<file path="config.mk">
export PLATFORM = sky130hd
export DESIGN_NAME = relay_coil_bank
export DESIGN_NICKNAME = d
export VERILOG_FILES = /design/src/rtl/relay_coil_bank.sv
export SDC_FILE = /design/constraint.sdc
export NUM_CORES = 1
export LEC_CHECK = 0
export BUFFER_PORTS_ARGS = -buffer_cell sky130_fd_sc_hd__buf_2
export CORE_ASPECT_RATIO = 1.25
export CORE_MARGIN = 4
export CORE_UTILIZATION = 32
export CTS_CLUSTER_SIZE = 16
export DETAILED_ROUTE_END_ITERATION = 8
export MAX_ROUTING_LAYER = met4
export PLACE_DENSITY_LB_ADDON = 0.12
export SETUP_SLACK_MARGIN = 0.05
export SLEW_MARGIN = 20
export SYNTH_ARGS = -nofsm -noshare
export SYNTH_HDL_FRONTEND = slang
export SYNTH_SLANG_ARGS = --single-unit
</file>
<file path="constraint.sdc">
create_clock -name clk -period 2.78 [get_ports clk]
set_input_delay 0.278 -clock clk [delete_from_list [all_inputs] [get_ports clk]]
set_output_delay 0.278 -clock clk [all_outputs]
set_load 0.05 [all_outputs]
</file>
<file path="src/rtl/relay_coil_bank.sv">
module relay_coil_bank #(
  parameter int N         = 8,
  parameter int CLK_MHZ   = 1,
  parameter int LATCH_US  = 7000,
  parameter int SETTLE_US = 5500
) (
  input  logic         clk,
  input  logic         rst_n,
  input  logic [N-1:0] out_bits_i,
  input  logic         bank_en_req_i,
  input  logic [N-1:0] sense_i,
  output logic [N-1:0] set_coil_o,
  output logic [N-1:0] rst_coil_o,
  output logic         coil_oe_o,
  output logic [N-1:0] mismatch_o
);
  localparam int LATCH_CYC  = CLK_MHZ * LATCH_US;
  localparam int SETTLE_CYC = CLK_MHZ * SETTLE_US;
  localparam int LW = $clog2(LATCH_CYC + 1);
  localparam int SW = $clog2(SETTLE_CYC + 1);

  logic [N-1:0]  out_q;
  logic [N-1:0]  flag_q;
  logic [LW-1:0] lat_cnt;
  logic [SW-1:0] set_cnt;
  logic          en_q;

  wire chg      = out_bits_i != out_q;
  wire en_rise  = bank_en_req_i & ~en_q;
  wire lat_done = lat_cnt == '0;
  wire win_open = (set_cnt == '0) && en_q && !chg;

  assign set_coil_o = out_q;
  assign rst_coil_o = ~out_q;
  assign coil_oe_o  = en_q;
  assign mismatch_o = flag_q;

  always_ff @(posedge clk or negedge rst_n) begin
    if (!rst_n) begin
      out_q <= '0;
    end else begin
      out_q <= out_bits_i;
    end
  end

  always_ff @(posedge clk or negedge rst_n) begin
    if (!rst_n) begin
      lat_cnt <= '0;
    end else if (chg) begin
      lat_cnt <= LW'(LATCH_CYC);
    end else if (!lat_done) begin
      lat_cnt <= lat_cnt - 1'b1;
    end
  end

  always_ff @(posedge clk or negedge rst_n) begin
    if (!rst_n) begin
      en_q <= 1'b0;
    end else if (bank_en_req_i) begin
      en_q <= 1'b1;
    end else if (lat_done && !chg) begin
      en_q <= 1'b0;
    end
  end

  always_ff @(posedge clk or negedge rst_n) begin
    if (!rst_n) begin
      set_cnt <= '0;
    end else if (chg || en_rise) begin
      set_cnt <= SW'(SETTLE_CYC);
    end else if (set_cnt != '0) begin
      set_cnt <= set_cnt - 1'b1;
    end
  end

  always_ff @(posedge clk or negedge rst_n) begin
    if (!rst_n) begin
      flag_q <= '0;
    end else if (win_open) begin
      flag_q <= flag_q | (sense_i ^ out_q);
    end
  end

  p_coil_follow_r1: assert property (@(posedge clk) disable iff (!rst_n)
    rst_n |=> (set_coil_o == $past(out_bits_i)) && (rst_coil_o == ~$past(out_bits_i)));

  p_oe_on_r3: assert property (@(posedge clk) disable iff (!rst_n)
    bank_en_req_i |=> coil_oe_o);

  p_latch_hold_r4: assert property (@(posedge clk) disable iff (!rst_n)
    (coil_oe_o && (!lat_done || chg)) |=> coil_oe_o);

  p_settle_quiet_r7: assert property (@(posedge clk) disable iff (!rst_n)
    (set_cnt != '0) |=> (mismatch_o == $past(mismatch_o)));

  p_off_quiet_r9: assert property (@(posedge clk) disable iff (!rst_n)
    !coil_oe_o |=> $stable(mismatch_o));

  p_sticky_r10: assert property (@(posedge clk) disable iff (!rst_n)
    rst_n |=> ((mismatch_o & $past(mismatch_o)) == $past(mismatch_o)));
endmodule

</file>
==> results.md <==
* Status: complete, but fails checks
* Failing checks: hold timing
* Most common cell in the netlist: dfrtp_1
* CTS HTree Levels at 2
* Syn Inst Count at ~200
* PortBufs at 43
* Crit Path Max Fanout at 8
* Antenna violations before repair at 0
* CTS Sinks at 43
* IO Pins at between 40 and 50
* Yosys top cell area share at approximately half
* F_max at approximately 0.45 GHz
* Core Footprint at 6570 um^2
* Period utilization at 79.3%
* Final setup viols at 0
* Initial DRC Count at about 90
* Max-Cap Viols at 0
* Vias/cell at roughly 5.0
* Setup Fix Bufs, Post-CTS at 0
* Vias in the first global route at around 1700
* CTS tree: done
* # hold bufs at CTS at 0
* HPWL reported at the end of detailed placement at around 3500 um
* Crit Path Class: reg -> reg
* Post-route DRC violation count at 0
* Ratio of cells with drive above 1 in the final layout at about 28%
* Worst-Margin Slew at roughly 600 ps
* First-pass GRT wire length at 8000 um
* Area Overhead vs Synth at 19.5%
* Sequential area share after synthesis at between 40% and 50%
* Row cnt at 33
* Max rail drop VDD at between 0.0002 and 0.00025 V
* Slew headroom at ~60%
* R2R Path Start: set_cnt[0]$_DFFE_PN0P_
* Worst Skew at slightly below 8 ps
* Synthesized net count at about 230
* Synthesized flop and latch total at 43
* Die W at around 82 um
* Setup TNS at 0 ps
* Startpoint Class: flip-flop
* Top cell type by total area after synthesis: dfrtp_1
* Minimum clock period at roughly 2200 ps
* DR vias at roughly 1700
* RSZ-0062 raised after global routing: false
* Top FF cell, synth: dfrtp_1
* CP arrival at about 2400 ps
* Die boundary height at 100 um
* Remaining global-route overflow at 0
* CTS max path bufs at 2
* N_diodes at 0
* PwrDens at 443 nW/um^2
* Drt total wl at between 4000 and 5000 um
* Mean post-synth cell area at about 11 um^2
* Fillers at 654
* Max-slew violations at 0
* Smallest hold slack at -29.3 ps
* P_leak at 1.14 nW
* Ranking of synthesized cells by area: dfrtp_1, xnor2_1, a41o_1
* Worst R2R Path Depth at 6
* Root Driver: clkbuf_8
* HP Class: in -> async
* Global router's overall resource usage at 13.0%
* Post-synth cell types at 41
* RePlAce Congestion at between 0.7 and 0.8
* Post-CTS sizing at 0
* Final Hold Fails at 43
* Worst skew pair latency at 300 ps
* Asr flop ratio synth at 100%
* Post-route ant nets at 0
* First-pass iteration count of the detailed router at 4
* YS warnings at 0
* Post-synthesis cell area at about 2200 um^2
* Pre-CTS setup slack at around 570 ps
* Inserted Clock Buffers at 5
* Design area at roughly 2600 um^2
* Total design power at between 1 and 1.5 mW
* Min setup slack post-route at between 500 and 600 ps
* Setup slack, reg-to-reg at around 580 ps
* DP Area at about 2500 um^2
* Die area at about 8000 um^2
* Worst setup EP type: flip-flop
* Crit path launch: set_cnt[0]$_DFFE_PN0P_
* Initial core utilization at approximately a third
* Top cells by count, synth: dfrtp_1, inv_1, nand3_1, xnor2_1, or3_1
* Largest net degree at the start of global routing at 44
* Clock transition at path regs at around 90 ps
* EDFF count, synth at 0
* WL per Instance at ~14 um
* Worst Path Required at ~3000 ps
* Fin nets at 275
-- power breakdown --
part | switching, mW | total, mW | leakage, nW | internal, mW
Sequential | 0.00857 | 0.640 | 0.499 | 0.631
Clock | 0.222 | 0.397 | 0.0402 | 0.175
Combinational | 0.0791 | 0.113 | 0.599 | 0.0335
-- cells in the final DEF (no fill, tap or decap), types with 3 or more instances in the layout --
cell type / n
clkbuf_8: 5
or3_1: 9
xor2_1: 8
inv_1: 14
nand2_1: 4
o211ai_1: 3
buf_2: 42
nand3_1: 11
xnor2_1: 10
nor2_1: 6
a21oi_1: 7
nor3_1: 6
buf_4: 5
o31ai_1: 6
a41o_1: 8
ha_1: 4
dfrtp_1: 43
nor4_1: 3
or2_2: 5
or3b_2: 4
or4_1: 8
o21ai_0: 8
nand2b_1: 6
-- metrics by stage --
step	instances	util, %
floorplan	203	-
global placement	332	38.1
detailed placement	332	38.1
CTS	340	39.5
global route	340	39.5
finish	340	39.5
-- registers in the layout (all words and copies together) (netlist names) --
name	cells
mismatch_o	8
set_cnt	13
lat_cnt	13
coil_oe_o	1
set_coil_o	8
-- per-layer routing --
metal / share of wire, % / wire (um) / track usage, %
met5: 0 / 0 / -
met4: 1.8 / 86 / 4.60
met3: 3.0 / 141 / 3.41
met2: 50 / 2360 / 20.3
met1: 45 / 2140 / 16.3
-- critical path, stage by stage, from the launching register on --
cell and delay, ps:
dfrtp_1 400, inv_1 120, ha_1 200, or3b_2 500, nor4_4 400, nor2b_1 90
a2111oi_1 380
-- area by class of cell --
cell class | instances | area, um^2 | share of cell area (%)
sequential | 43 | 1080 | 41.5
multi-input combinational | 141 | 1020 | 39.3
timing repair buffer | 47 | 248 | 9.55
tap | 87 | 109 | 4.19
clock buffer | 5 | 68.8 | 2.65
inverter | 14 | 52.6 | 2.03
clock inverter | 3 | 20.0 | 0.771
-- kinds of logic after synthesis --
kind of cell / after synthesis / share of synthesized area (%)
xor gates and xnor gates: 18 / 7.26
buffers and inverters: 19 / 3.40
AOI/OAI and AO/OA: 40 / 13.2
muxes: 1 / 0.461
DFF: 43 / 49.6
and+or+nand+nor: 78 / 23.8
adders and majority gates: 4 / 2.31
-- path summary, 6_finish.rpt --
| path | end |
|---|---|
| worst min-delay path | coil_oe_o$_DFFE_PN0P_ |
| worst min register to register | mismatch_o[7]$_DFFE_PN0P_ |
| min in group clk | set_coil_o[6]$_DFF_PN0_ |
| worst max-delay path | set_cnt[1]$_DFFE_PN0P_ |
| worst max register to register | set_cnt[1]$_DFFE_PN0P_ |
| max in group asynchronous | set_coil_o[6]$_DFF_PN0_ |
(Power assumes the default switching activity.)
